===== config.mk =====
export PLATFORM = sky130hd
export DESIGN_NAME = rx_frame_sync
export DESIGN_NICKNAME = d
export VERILOG_FILES = /design/src/rtl/rfs_pkg.sv /design/src/rtl/rfs_cd_qualifier.sv /design/src/rtl/rfs_pattern_hunter.sv /design/src/rtl/rfs_frame_ctrl.sv /design/src/rtl/rx_frame_sync.sv
export SDC_FILE = /design/constraint.sdc
export NUM_CORES = 1
export LEC_CHECK = 0
export BUFFER_PORTS_ARGS = -buffer_cell sky130_fd_sc_hd__buf_2
export CORE_MARGIN = 5
export CORE_UTILIZATION = 48
export DETAILED_ROUTE_END_ITERATION = 8
export MAX_ROUTING_LAYER = met4
export PLACE_DENSITY_LB_ADDON = 0.15
export SYNTH_ARGS = -nofsm -noshare
export SYNTH_HDL_FRONTEND = slang
export SYNTH_SLANG_ARGS = --single-unit

===== constraint.sdc =====
create_clock -name clk -period 1.85 [get_ports clk]
set_input_delay 0.37 -clock clk [delete_from_list [all_inputs] [get_ports clk]]
set_output_delay 0.37 -clock clk [all_outputs]
set_load 0.01 [all_outputs]

===== src/rtl/rfs_pkg.sv =====
// Shared types for the receive frame synchronizer.
// Assumes sync_len codes: 00 external, 01 reserved (acts as 10), 10 short, 11 long.
package rfs_pkg;

    typedef enum logic [1:0] {
        SL_EXTERNAL = 2'b00,
        SL_RESERVED = 2'b01,
        SL_SHORT    = 2'b10,
        SL_LONG     = 2'b11
    } sync_len_e;

    typedef enum logic {
        ST_HUNT  = 1'b0,
        ST_FRAME = 1'b1
    } frame_state_e;

    // True when the code selects carrier-detect framing.
    function automatic logic is_external(input logic [1:0] code);
        return code == SL_EXTERNAL;
    endfunction

    // True when the code selects the full-width pattern.
    function automatic logic is_long(input logic [1:0] code);
        return code == SL_LONG;
    endfunction

endpackage


===== src/rtl/rfs_cd_qualifier.sv =====
// Carrier-detect qualifier: picks either the raw line (synchronous sampling)
// or the output of a STAGES-deep flop chain (asynchronous sampling).
// Assumes STAGES >= 1; the chain runs continuously so switching is glitch-free
// apart from the restart the frame controller applies on any config change.
module rfs_cd_qualifier #(
    parameter int STAGES = 2
) (
    input  logic clk,
    input  logic rst_n,
    input  logic cd_in,
    input  logic use_chain,
    output logic cd_q
);

    logic [STAGES-1:0] chain_q;

    generate
        if (STAGES == 1) begin : g_single
            // Single stage capture of the carrier line.
            always_ff @(posedge clk) begin
                if (!rst_n) chain_q <= '0;
                else        chain_q <= cd_in;
            end
        end else begin : g_multi
            // Shift the carrier line through the synchronizer chain.
            always_ff @(posedge clk) begin
                if (!rst_n) chain_q <= '0;
                else        chain_q <= {chain_q[STAGES-2:0], cd_in};
            end
        end
    endgenerate

    // Select the qualified carrier seen by the frame controller.
    always_comb begin
        cd_q = use_chain ? chain_q[STAGES-1] : cd_in;
    end

endmodule


===== src/rtl/rfs_pattern_hunter.sv =====
// Pattern hunter: keeps the last PAT_W received bits (first received bit at
// index 0 of a full window) and flags a match on the edge that samples the
// last pattern bit. A saturating counter of bits seen since the last clear
// blocks matches on bits that predate the hunt.
// Assumes PAT_W is even; the short pattern is the low half of the pattern.
module rfs_pattern_hunter #(
    parameter int PAT_W = 16
) (
    input  logic             clk,
    input  logic             rst_n,
    input  logic             clear,
    input  logic             active,
    input  logic             long_mode,
    input  logic             rx_bit,
    input  logic [PAT_W-1:0] pattern,
    output logic             match
);

    localparam int SHORT_W = PAT_W / 2;
    localparam int CNT_W   = $clog2(PAT_W + 1);
    localparam logic [CNT_W-1:0] FULL_CNT  = CNT_W'(PAT_W);
    localparam logic [CNT_W-1:0] SHORT_CNT = CNT_W'(SHORT_W);

    logic [PAT_W-1:0] window_q, window_d;
    logic [CNT_W-1:0] seen_q, seen_inc, need_cnt;
    logic             short_hit, long_hit, enough;

    // Window after the current bit enters at the top.
    always_comb begin
        window_d = {rx_bit, window_q[PAT_W-1:1]};
    end

    // Bit count including the current bit, saturating at the full width.
    always_comb begin
        seen_inc = (seen_q == FULL_CNT) ? seen_q : seen_q + 1'b1;
        need_cnt = long_mode ? FULL_CNT : SHORT_CNT;
        enough   = (seen_inc >= need_cnt);
    end

    // Compare the newest bits against the selected pattern length.
    always_comb begin
        short_hit = (window_d[PAT_W-1 -: SHORT_W] == pattern[SHORT_W-1:0]);
        long_hit  = (window_d == pattern);
        match     = active && enough && (long_mode ? long_hit : short_hit);
    end

    // Shift the window on every bit; count bits only while hunting.
    always_ff @(posedge clk) begin
        if (!rst_n) begin
            window_q <= '0;
            seen_q   <= '0;
        end else begin
            window_q <= window_d;
            if (clear)       seen_q <= '0;
            else if (active) seen_q <= seen_inc;
        end
    end

endmodule


===== src/rtl/rfs_frame_ctrl.sv =====
// Frame controller: two-state hunt/frame machine. Starts a frame on a pattern
// match or on the qualified carrier, ends it on enable loss, on any change of
// configuration, or on carrier loss in envelope mode. Delivers each in-frame
// bit one edge after sampling it.
// Assumes match is only raised while hunt_active is high.
module rfs_frame_ctrl
    import rfs_pkg::*;
(
    input  logic clk,
    input  logic rst_n,
    input  logic enable,
    input  logic ext_mode,
    input  logic long_mode,
    input  logic envelope,
    input  logic async_sel,
    input  logic cd_q,
    input  logic match,
    input  logic rx_bit,
    output logic in_frame,
    output logic out_valid,
    output logic out_bit,
    output logic hunt_clear,
    output logic hunt_active
);

    localparam int CFG_W = 4;

    logic [CFG_W-1:0] cfg_now, cfg_q;
    logic             cfg_change, deliver;
    frame_state_e     state_q, state_d;

    // Detect any configuration change since the previous edge.
    always_comb begin
        cfg_now    = {ext_mode, long_mode, envelope, async_sel};
        cfg_change = (cfg_now != cfg_q);
    end

    // Next-state decision for hunt and frame.
    always_comb begin
        state_d = state_q;
        if (!enable || cfg_change) begin
            state_d = ST_HUNT;
        end else if (state_q == ST_HUNT) begin
            if (ext_mode ? cd_q : match) state_d = ST_FRAME;
        end else if (ext_mode && envelope && !cd_q) begin
            state_d = ST_HUNT;
        end
    end

    // Hunter control and delivery qualification.
    always_comb begin
        hunt_active = enable && !cfg_change && !ext_mode && (state_q == ST_HUNT);
        hunt_clear  = !enable || cfg_change ||
                      ((state_q == ST_FRAME) && (state_d == ST_HUNT));
        deliver     = (state_q == ST_FRAME) && (state_d == ST_FRAME);
        in_frame    = (state_q == ST_FRAME);
    end

    // State, configuration history and delivered bit registers.
    always_ff @(posedge clk) begin
        if (!rst_n) begin
            cfg_q     <= '0;
            state_q   <= ST_HUNT;
            out_valid <= 1'b0;
            out_bit   <= 1'b0;
        end else begin
            cfg_q     <= cfg_now;
            state_q   <= state_d;
            out_valid <= deliver;
            out_bit   <= deliver & rx_bit;
        end
    end

endmodule


===== src/rtl/rx_frame_sync.sv =====
// Receive frame synchronizer top: decodes the sync-length code and joins the
// carrier qualifier, the pattern hunter and the frame controller.
// Assumes all inputs except cd_in are synchronous to clk.
module rx_frame_sync
    import rfs_pkg::*;
#(
    parameter int PAT_W     = 16,
    parameter int CD_STAGES = 2
) (
    input  logic             clk,
    input  logic             rst_n,
    input  logic             enable,
    input  logic [1:0]       sync_len,
    input  logic [PAT_W-1:0] sync_pattern,
    input  logic             cd_envelope,
    input  logic             cd_async,
    input  logic             cd_in,
    input  logic             rx_bit,
    output logic             in_frame,
    output logic             out_valid,
    output logic             out_bit
);

    logic ext_mode, long_mode, cd_q, match, hunt_clear, hunt_active;

    // Decode the sync source and pattern length.
    always_comb begin
        ext_mode  = is_external(sync_len);
        long_mode = is_long(sync_len);
    end

    rfs_cd_qualifier #(
        .STAGES (CD_STAGES)
    ) u_cd (
        .clk       (clk),
        .rst_n     (rst_n),
        .cd_in     (cd_in),
        .use_chain (cd_async),
        .cd_q      (cd_q)
    );

    rfs_pattern_hunter #(
        .PAT_W (PAT_W)
    ) u_hunt (
        .clk       (clk),
        .rst_n     (rst_n),
        .clear     (hunt_clear),
        .active    (hunt_active),
        .long_mode (long_mode),
        .rx_bit    (rx_bit),
        .pattern   (sync_pattern),
        .match     (match)
    );

    rfs_frame_ctrl u_ctrl (
        .clk         (clk),
        .rst_n       (rst_n),
        .enable      (enable),
        .ext_mode    (ext_mode),
        .long_mode   (long_mode),
        .envelope    (cd_envelope),
        .async_sel   (cd_async),
        .cd_q        (cd_q),
        .match       (match),
        .rx_bit      (rx_bit),
        .in_frame    (in_frame),
        .out_valid   (out_valid),
        .out_bit     (out_bit),
        .hunt_clear  (hunt_clear),
        .hunt_active (hunt_active)
    );

endmodule


==> summary.txt, run 1 <==
Status
  • Status: complete, but fails checks
  • Failing checks: negative setup slack

Yosys
  • Synth top area share: 0.407
  • Synth Instances: ~140
  • Register bit total from synthesis: 29
  • Synth top area cells: dfxtp_1 (41%), xnor2_1 (15%), and2_1 (9.2%)
  • Area leader, netlist: dfxtp_1
  • Synth cell count leaders: dfxtp_1 (29), xnor2_1 (24), and2_1 (21)
  • Mapped Nets: ~170
  • Ys flop type: dfxtp_1
  • Cell variety after synth: 31
  • Synth Area per Inst: 9.98 um^2
  • Async set or reset register ratio after synthesis: 0
  • Post-synth EDFFs: 0
  • Yosys warns: 0
  • Cell area after synthesis: 1430 um^2
  • Sequential area share after synthesis: 0.407
  • Cell with the most instances after synthesis: dfxtp_1

Critical path
  • Critical setup path kind: reg -> reg
  • CP Data Arrival Time: 2.13 ns
  • CP startpoint kind: flip-flop
  • Maximum fanout along the worst path: 5
  • Critical path required time: 2.09 ns
  • Critical path endpoint category: flip-flop

Clock tree
  • H-tree levels: 2
  • Num CTS Buffers: 5
  • Clock Latency Late Sink: 0.33 ns
  • # clock sinks: 29
  • CTS clk-pin slew, worst paths: 0.10 ns
  • CTS root buf: clkbuf_4
  • CTS tree: built
  • Longest Clk Path Bufs: 2

Die
  • Starting Density: 0.509
  • Core box area: 2810 um^2
  • Die H: about 65 um
  • DIE AREA: 4160 um^2
  • Chip width: around 65 um
  • # IOs: 28
  • Num rows: 19

Global routing
  • Met3 usage: 0.0518
  • GRT Util Overall: 0.163
  • Global-route wire length before repair: 4930 um
  • Grt met2 use: 0.244
  • Largest net degree at the start of global routing: 25
  • Grt peak-use layer: met2
  • Initial antenna violation count: 0
  • Remaining global-route overflow: 0
  • Vias in the first global route: 1,112
  • Met1 Use GR: 0.193

STA
  • Max Clock Skew: 0.0121 ns
  • Final period utilization: 1.02
  • Max_slew headroom: 0.636
  • Tightest Pin Transition: 0.542 ns
  • Final setup viols: 1
  • Setup ws final: -0.0421 ns
  • Fmax: ~0.53 GHz
  • Final worst path period need: 1.89 ns
  • RSZ-0062 raised after global routing: true
  • Pins Over Slew Limit: 0
  • Final Hold Viols: 0

Pwr
  • Worst IR Drop VDD: between 300 and 400 uV
  • Power Density: 677 nW/um^2
  • Static leakage: 0.643 nW
  • Post-layout power: 1.14 mW

Routing
  • Starting DRC count in detailed routing: 40
  • Vias per Instance: 5.18
  • DRT Wirelength: roughly 2900 um
  • Avg WL per Cell: 13.8 um
  • TritonRoute pass-1 iters: 4
  • Post-DRT Antenna Nets: 0
  • # DRC: 0
  • Vias: 1,083

Placement
  • Place WS: -0.0791 ns
  • Placed cells: 201
  • Port Buffer Count: 27
  • DP HPWL: between 2000 and 2500 um
  • GP Congestion: 0.839

Cells and area
  • Antenna cells: 0
  • Final cell count without fillers: 209
  • P&R area growth vs syn: 17.6%
  • Nets: around 200
  • Share of cells above drive strength 1: 0.281

Hold path
  • Class of the worst hold path: in -> reg

Job
  • Max Cap Viol: 0
## layout by cell type (no fill, tap or decap), types with 4 or more instances in the layout
cell      count
and2_1       21
buf_2        27
buf_4         4
clkbuf_4      5
dfxtp_1      27
nand2_1       4
nand4_1       4
nor2_1        7
nor4_1        6
xnor2_1      24
xor2_1        9
## state kept, by name, indices dropped and copies added (netlist names)
name and count:
u_ctrl.out_bit 1, u_hunt.window_q 15, u_cd.chain_q 2, u_ctrl.out_valid 1, u_ctrl.in_frame 1, u_hunt.seen_q 5, u_ctrl.cfg_q 4
## metrics by stage
| step | TNS [ns] | cell area, um^2 | hold slack [ns] | utilization |
|---|---|---|---|---|
| after floorplan | 0 | 1430 | 0.412 | - |
| after global placement | 0 | 1610 | 0.419 | 0.574 |
| after detailed placement | -0.0791 | 1610 | 0.430 | 0.574 |
| after CTS | -0.0375 | 1680 | 0.247 | 0.598 |
| after global routing | -0.135 | 1680 | 0.245 | 0.599 |
| final | -0.0421 | 1680 | 0.261 | 0.599 |
## power breakdown
group,internal [mW],switching (mW)
registers,0.632,0.00718
clock network,0.144,0.226
logic,0.0623,0.0643
total,0.839,0.297
## kinds of logic (layout without fill, tap and decap cells)
family / Yosys count / in the layout / share of synthesized area
AND/OR/NAND/NOR: 60 / 60 / 0.266
XOR/XNOR: 33 / 33 / 0.202
flip-flops: 29 / 29 / 0.407
AO/OA/AOI/OAI: 7 / 7 / 0.0429
buffers and inverters: 7 / 42 / 0.0263
adder cells (fa/ha/maj): 4 / 4 / 0.0351
multiplexers: 3 / 3 / 0.0210
## path summary, 6_finish.rpt
kind,start,endpoint,slack (ns),cells after the start
max reg2reg,u_hunt.seen_q[0],u_ctrl.in_frame,-0.04,8
max,u_hunt.seen_q[0],u_ctrl.in_frame,-0.04,8
min reg2reg,u_cd.chain_q[0],u_cd.chain_q[1],0.45,1
min,cd_in,u_cd.chain_q[0],0.26,2
## critical path: stages, from the launching register on
cell	delay [ns]
dfxtp_4	0.37
buf_4	0.15
inv_1	0.05
ha_1	0.14
and3b_1	0.21
and2b_1	0.16
o22ai_1	0.09
or3_1	0.33
a2111oi_2	0.29
## metal layers
metal  up-vias  wire length (um)
met3         5               153
met1       498              1390
li1        553                 -
met5         -                 0
met2        27              1300
met4         0                47
## repair_timing
item	CTS	global route
hold buffers	0	0
setup buffers	0	0
pin swaps	2	0
gates resized for setup	3	1
setup endpoints to repair	1	1
## final cells by class
| cell class | instances | area (um^2) |
|---|---|---|
| well taps | 31 | 38.8 |
| fillers | 264 | 1130 |
| clock buffers | 6 | 41.3 |
| multi-input cells | 107 | 827 |
| repair buffers | 31 | 165 |
| flip-flops and latches | 29 | 586 |
| clock inverters | 2 | 10.0 |
| inverters | 3 | 11.3 |
No activity file was read; power rests on OpenSTA's default activity.
==> inputs of run 2 (changes only) <==
--- a/config.mk
+++ b/config.mk
@@ -5,9 +5,10 @@
 export SDC_FILE = /design/constraint.sdc
 export NUM_CORES = 1
 export LEC_CHECK = 0
+export ABC_AREA = 1
 export BUFFER_PORTS_ARGS = -buffer_cell sky130_fd_sc_hd__buf_2
 export CORE_MARGIN = 5
-export CORE_UTILIZATION = 48
+export CORE_UTILIZATION = 50
 export DETAILED_ROUTE_END_ITERATION = 8
 export MAX_ROUTING_LAYER = met4
 export PLACE_DENSITY_LB_ADDON = 0.15
==> run 2 against run 1 <==
Effect of this change:
- the run still ends with negative setup slack left
- wire length increased by 8.9%
- critical path depth increased by 8
- first-iteration DRC count increased by 65%
- non-clock buffer count increased by 4
- worst setup slack got worse by 0.028 ns
- critical path type unchanged
- critical endpoint is now u_ctrl.out_bit
==> summary.txt, run 2 <==
Hold path
  • Class of the worst hold path: in -> reg

Pwr
  • Post-layout power: 1.24 mW
  • Combinational Power Share: 0.118
  • Sw frac: 0.260
  • Switching pwr: 0.322 mW
  • Power Density: 629 nW/um^2
  • Static leakage: between 1 and 1.5 nW
  • Worst IR Drop VDD: 439 uV
  • Part of the power in registers: 0.517
  • P_int: 0.917 mW
  • Clk pwr share: 0.365

Routing
  • # DRC: 0
  • Top Layer Used: met4
  • DRT Wirelength: around 3100 um
  • Post-DRT Antenna Nets: 0
  • DR WL met3: approximately 210 um
  • WL met1: about 1500 um
  • TritonRoute pass-1 iters: 4
  • Avg WL per Cell: 9.23 um
  • Routed met2 length: 1340 um
  • Vias per Instance: 4.32
  • Starting DRC count in detailed routing: between 60 and 70
  • Vias: 1,473

Global routing
  • Initial antenna violation count: 0
  • Vias in the first global route: ~1,300
  • Largest net degree at the start of global routing: 21
  • GRT Util Overall: 0.170
  • Global-route wire length before repair: roughly 5400 um
  • Remaining global-route overflow: 0

Critical path
  • CP most frequent cell: nor2_1
  • Max stage delay on crit path: 0.37 ns
  • Crit-path cells: ha_4, nand2_4, inv_4, nand2_4, xnor2_2, ha_1, inv_2, nor3b_2, nand2_1, nor2_1, nor2_1, nor2_1, nand2_1, nand2_2, nand3_2, nor2_1
  • Critical path endpoint category: flip-flop
  • CP startpoint kind: flip-flop
  • Critical path required time: 2.14 ns
  • Critical setup path kind: reg -> reg
  • CP Data Arrival Time: between 2 and 2.5 ns
  • Slowest cell on the critical path: dfxtp_2
  • Maximum fanout along the worst path: 2

Placement
  • DP HPWL: 2350 um
  • Placed inst area: 1830 um^2
  • Placed cells: between 300 and 400
  • Port Buffer Count: 27
  • Place WS: -0.0832 ns
  • GP Congestion: 0.839

STA
  • RSZ-0062 raised after global routing: true
  • Final setup viols: 3
  • Final period utilization: 1.04
  • Setup ws final: -0.0704 ns
  • Final worst path period need: ~1.9 ns
  • Max_slew headroom: 0.689
  • Hold Slack: 0.231 ns
  • Tightest Pin Transition: ~0.46 ns
  • Max Clock Skew: between 0.01 and 0.015 ns
  • Final Hold Viols: 0
  • Fmax: 0.521 GHz
  • Setup Total Neg Slack: -0.126 ns
  • Pins Over Slew Limit: 0

Yosys
  • Post-synthesis adder-cell area fraction: 0.0312
  • Largest family of logic cells by synthesized area: simple AND/OR/NAND/NOR gates
  • Cell with the most instances after synthesis: nand2_1
  • Sequential area share after synthesis: 0.362
  • Register bit total from synthesis: 29
  • Synth top area share: 0.362
  • Post-synth EDFFs: 0
  • Synth top area cells: dfxtp_1 (36%), nand2_1 (23%), inv_1 (12%)
  • Cell variety after synth: 25
  • Synth Area in Compound Gates: 0.0320
  • Yosys warns: 0
  • Synth Instances: between 200 and 300
  • Post-Synth XOR/XNOR Area: 0.0546
  • Async set or reset register ratio after synthesis: 0
  • Area leader, netlist: dfxtp_1
  • Synth Area in Simple Gates: 0.371
  • Mux share of post-synthesis cell area: 0.00624
  • Ys flop type: dfxtp_1
  • Mapped Nets: 285
  • Synth cell count leaders: nand2_1 (100), inv_1 (50), dfxtp_1 (29)
  • Cell area after synthesis: 1610 um^2
  • Synth Area per Inst: 6.27 um^2

Job
  • Max Cap Viol: 0

Cells and area
  • Largest registers: u_hunt.window_q (15), u_hunt.seen_q (5), u_ctrl.cfg_q (4)
  • Finished Core Util: 0.640
  • Final cell count without fillers: between 300 and 400
  • P&R area growth vs syn: 22.8%
  • Commonest non-fill, non-tap cell in the layout: nand2_1
  • Cell area after layout: 1970 um^2
  • Nets: 325
  • Reg with most FFs: u_hunt.window_q
  • Max reg flops: 15
  • Antenna cells: 0
  • Commonest non-fill, non-tap cells in the layout: nand2_1 (97), inv_1 (49), nor2_1 (28)
  • Share of cells above drive strength 1: 0.232

Clock tree
  • CTS root buf: clkbuf_4
  • H-tree levels: 2
  • # clock sinks: 29
  • Clock Latency Late Sink: 0.34 ns
  • CTS clk-pin slew, worst paths: 0.10 ns
  • Num CTS Buffers: 5
  • Longest Clk Path Bufs: 2
  • Post-CTS Hold Buffers: 0
  • CTS tree: built

Die
  • DIE AREA: 4440 um^2
  • Core box area: around 3000 um^2
  • Starting Density: 0.522
  • Die H: 66.7 um
  • Chip width: approximately 67 um
  • # IOs: 28
  • Num rows: 20

Status
  • Failing checks: negative setup slack
  • Status: complete, but fails checks
==> run 2: cell types whose count changed after synthesis, sizes merged, moves of 5 or more <==
cell and delta:
a21oi +5, and2 -21, inv +53, nand2 +99, nor2 +21, nor4 -6
xnor2 -22
==> run 2: cell families after synthesis <==
family	Yosys count
AOI/OAI and AO/OA	8
muxes	1
xor gates and xnor gates	10
adders and majority gates	4
buffers and inverters	60
and+or+nand+nor	144
DFF	29
==> run 2: layer usage <==
metal	up-vias	global-route usage
li1	815	-
met1	622	0.204
met2	31	0.254
met3	5	0.0658
met4	0	0.0711
met5	-	-
==> run 2: layout make-up <==
type                       instances  area, um^2
clock inverter                     1        5.00
sequential                        29         583
inverter                          58         225
tap                               44        55.1
multi-input combinational        167         842
timing repair buffer              35         195
fill                             310        1110
clock buffer                       7        65.1
==> run 2: worst max-delay path: cells and delay by family, from the launching register on <==
kind | cells | cell delay (ns)
buffers and inverters | 2 | 0.10
and+or+nand+nor | 11 | 0.81
adders and majority gates | 2 | 0.44
xor gates and xnor gates | 1 | 0.15
DFF | 1 | 0.37
==> run 2: final timing paths <==
path | from | to | slack, ns | depth (start not counted)
worst min-delay path | cd_in | u_cd.chain_q[0] | 0.23 | 3
worst min register to register | u_cd.chain_q[0] | u_cd.chain_q[1] | 0.42 | 2
worst max-delay path | u_hunt.seen_q[0] | u_ctrl.out_bit | -0.07 | 16
worst max register to register | u_hunt.seen_q[0] | u_ctrl.out_bit | -0.07 | 16
==> run 2: repair_timing <==
item | 4_1_cts | 5_1_grt
buffers inserted | 1 | 2
resized for setup | 7 | 5
endpoints found under the hold margin | 0 | 0
pin swaps | 2 | 0
endpoints found under the setup margin | 3 | 3
==> run 2: power by group through the flow <==
stage                     clock (mW)  sequential (mW)  combinational [mW]
after floorplan                    0            0.653              0.0896
after global placement             0            0.654               0.143
after detailed placement           0            0.655               0.145
after CTS                      0.466            0.640               0.147
after global routing           0.498            0.642               0.170
final                          0.453            0.640               0.146
==> inputs of run 3 (changes only) <==
--- a/config.mk
+++ b/config.mk
@@ -7,6 +7,7 @@
 export LEC_CHECK = 0
 export ABC_AREA = 1
 export BUFFER_PORTS_ARGS = -buffer_cell sky130_fd_sc_hd__buf_2
+export CORE_ASPECT_RATIO = 0.6
 export CORE_MARGIN = 5
 export CORE_UTILIZATION = 50
 export DETAILED_ROUTE_END_ITERATION = 8
==> run 3 against run 2 <==
Effect of this change:
- power up 3.9%
- clock power up 9.9%
- design area up 0.13%
- via count up 4.1%
- combinational power about the same
- cell count down 0.88%
- critical endpoint unchanged
- critical path type unchanged
- the flow still finishes with violations (negative setup slack)
- register-to-register slack worse by 0.05 ns
- non-clock buffer count down 1
- sequential power about the same
==> summary.txt, run 3 (synthesized netlist as in run 2, its figures left out) <==
Die
  • DIE AREA: between 4000 and 5000 um^2
  • Chip width: 83.2 um
  • # IOs: 28
  • Starting Density: 0.541
  • Core box area: 2970 um^2
  • Die H: 53.9 um
  • Num rows: 15

Job
  • Max Cap Viol: 0

STA
  • Setup ws final: -0.123 ns
  • Pins Over Slew Limit: 0
  • Tightest Pin Transition: 0.513 ns
  • RSZ-0062 raised after global routing: true
  • Max_slew headroom: 0.656
  • Setup Total Neg Slack: -0.294 ns
  • Final Hold Viols: 0
  • Final worst path period need: 1.97 ns
  • Final period utilization: 1.07
  • Max Clock Skew: 0.00680 ns
  • Final setup viols: 3
  • Fmax: 0.507 GHz

Hold path
  • Class of the worst hold path: in -> reg

Clock tree
  • Longest Clk Path Bufs: 2
  • CTS root buf: clkbuf_8
  • CTS clk-pin slew, worst paths: ~0.070 ns
  • H-tree levels: 2
  • # clock sinks: 29
  • Num CTS Buffers: 5
  • CTS tree: built
  • Clock Latency Late Sink: 0.28 ns
  • Post-CTS Hold Buffers: 0

Global routing
  • Met3 usage: 0.0566
  • Initial antenna violation count: 0
  • Vias in the first global route: between 1,000 and 1,500
  • Largest net degree at the start of global routing: 12
  • Remaining global-route overflow: 0
  • GRT Util Overall: 0.172
  • Met1 Use GR: 0.228
  • Grt peak-use layer: met2
  • Grt met2 use: 0.249
  • Global-route wire length before repair: 5820 um

Status
  • Failing checks: negative setup slack
  • Status: complete, but fails checks

Cells and area
  • Max reg flops: 15
  • Share of cells above drive strength 1: 0.226
  • Finished Core Util: 0.665
  • Commonest non-fill, non-tap cells in the layout: nand2_1 (97), inv_1 (49), nor2_1 (28)
  • Reg with most FFs: u_hunt.window_q
  • Multi-input logic area: 842 um^2
  • Nets: ~320
  • FF+latch area: 583 um^2
  • Antenna cells: 0
  • Commonest non-fill, non-tap cell in the layout: nand2_1
  • Cell area after layout: 1970 um^2
  • FILL cells: 272
  • Largest registers: u_hunt.window_q (15), u_hunt.seen_q (5), u_ctrl.cfg_q (4)
  • P&R area growth vs syn: 22.9%

Critical path
  • Critical setup path kind: reg -> reg
  • Maximum fanout along the worst path: 2
  • Critical path endpoint category: flip-flop
  • CP Data Arrival Time: roughly 2.2 ns
  • Critical path required time: about 2.1 ns
  • CP startpoint kind: flip-flop

Pwr
  • Sw frac: 0.256
  • Power Density: 652 nW/um^2
  • Static leakage: 1.16 nW
  • Switching pwr: 0.329 mW
  • Worst IR Drop VDD: around 490 uV
  • P_int: 0.958 mW
  • Part of the power in registers: 0.498
  • Post-layout power: 1.29 mW
  • Clk pwr share: 0.387
  • Combinational Power Share: 0.115

Routing
  • Vias per Instance: 4.54
  • Starting DRC count in detailed routing: 119
  • TritonRoute pass-1 iters: 4
  • Vias: 1,533
  • # DRC: 0
  • Avg WL per Cell: 10.1 um
  • Post-DRT Antenna Nets: 0
  • DRT Wirelength: around 3400 um

Placement
  • GP Congestion: 0.883
  • Port Buffer Count: 27
  • Placed inst area: 1830 um^2
  • DP HPWL: 2480 um
[run 3: cell types whose count changed in the layout (fill, tap and decap cells not counted)]
cell	before	now
clkbuf_4	5	0
clkbuf_8	2	5
buf_4	8	7
clkbuf_1	0	1
clkinv_2	1	2
[run 3: metal layers]
layer  share of wire  vias up  routed length [um]
met4           0.012        0                  42
met3           0.092        8                 315
met5               0        -                   0
li1                -      814                   -
met1            0.51      654                1730
met2            0.39       57                1320
[run 3: path summary, 6_finish.rpt]
kind                     from         endpoint  slack, ns  depth (start not counted)
max          u_hunt.seen_q[0]   u_ctrl.out_bit      -0.12                         16
min                     cd_in  u_cd.chain_q[0]       0.30                          3
max reg2reg  u_hunt.seen_q[0]   u_ctrl.out_bit      -0.12                         16
min reg2reg   u_cd.chain_q[0]  u_cd.chain_q[1]       0.40                          2
[run 3: final cells by class]
type	count	share of cell area
Clock buffer	6	0.0368
Clock inverter	2	0.00507
Sequential cell	29	0.295
Timing Repair Buffer	34	0.0951
Multi-Input combinational cell	167	0.427
Tap cell	42	0.0266
Inverter	58	0.114
[run 3: per-stage QoR]
stage               hold WS [ns]  cells  worst slack, ns
floorplan                  0.390    256          0.00104
global placement           0.397    328          -0.0464
detailed placement         0.404    328           -0.106
CTS                        0.294    337          -0.0719
global route               0.343    338           -0.167
finish                     0.300    338           -0.123
[run 3: repair_timing]
item                                    CTS  global route
setup buffers                             1             1
endpoints found under the setup margin    3             3
resized for setup                         8             4
pin swaps                                 8             5
cloned                                    0             0
[run 3: power by group through the flow]
stage                     Combinational (mW)  Clock, mW  Sequential, mW
after CTS                              0.148      0.510           0.641
after floorplan                       0.0896          0           0.653
final                                  0.148      0.498           0.641
after global placement                 0.144          0           0.655
after global routing                   0.171      0.537           0.642
after detailed placement               0.146          0           0.655
[run 3: worst max-delay path, cell delays in order (launching register included)]
cell     delay (ns)
dfxtp_2        0.35
ha_4           0.15
nand2_4        0.06
inv_4          0.08
nand2_4        0.05
xnor2_2        0.15
ha_1           0.29
inv_2          0.04
nor3b_2        0.16
nand2_1        0.07
nor2_1         0.10
nor2_1         0.05
nor2_1         0.08
nand2_1        0.07
nand2_2        0.08
nand3_2        0.06
nor2_1         0.08
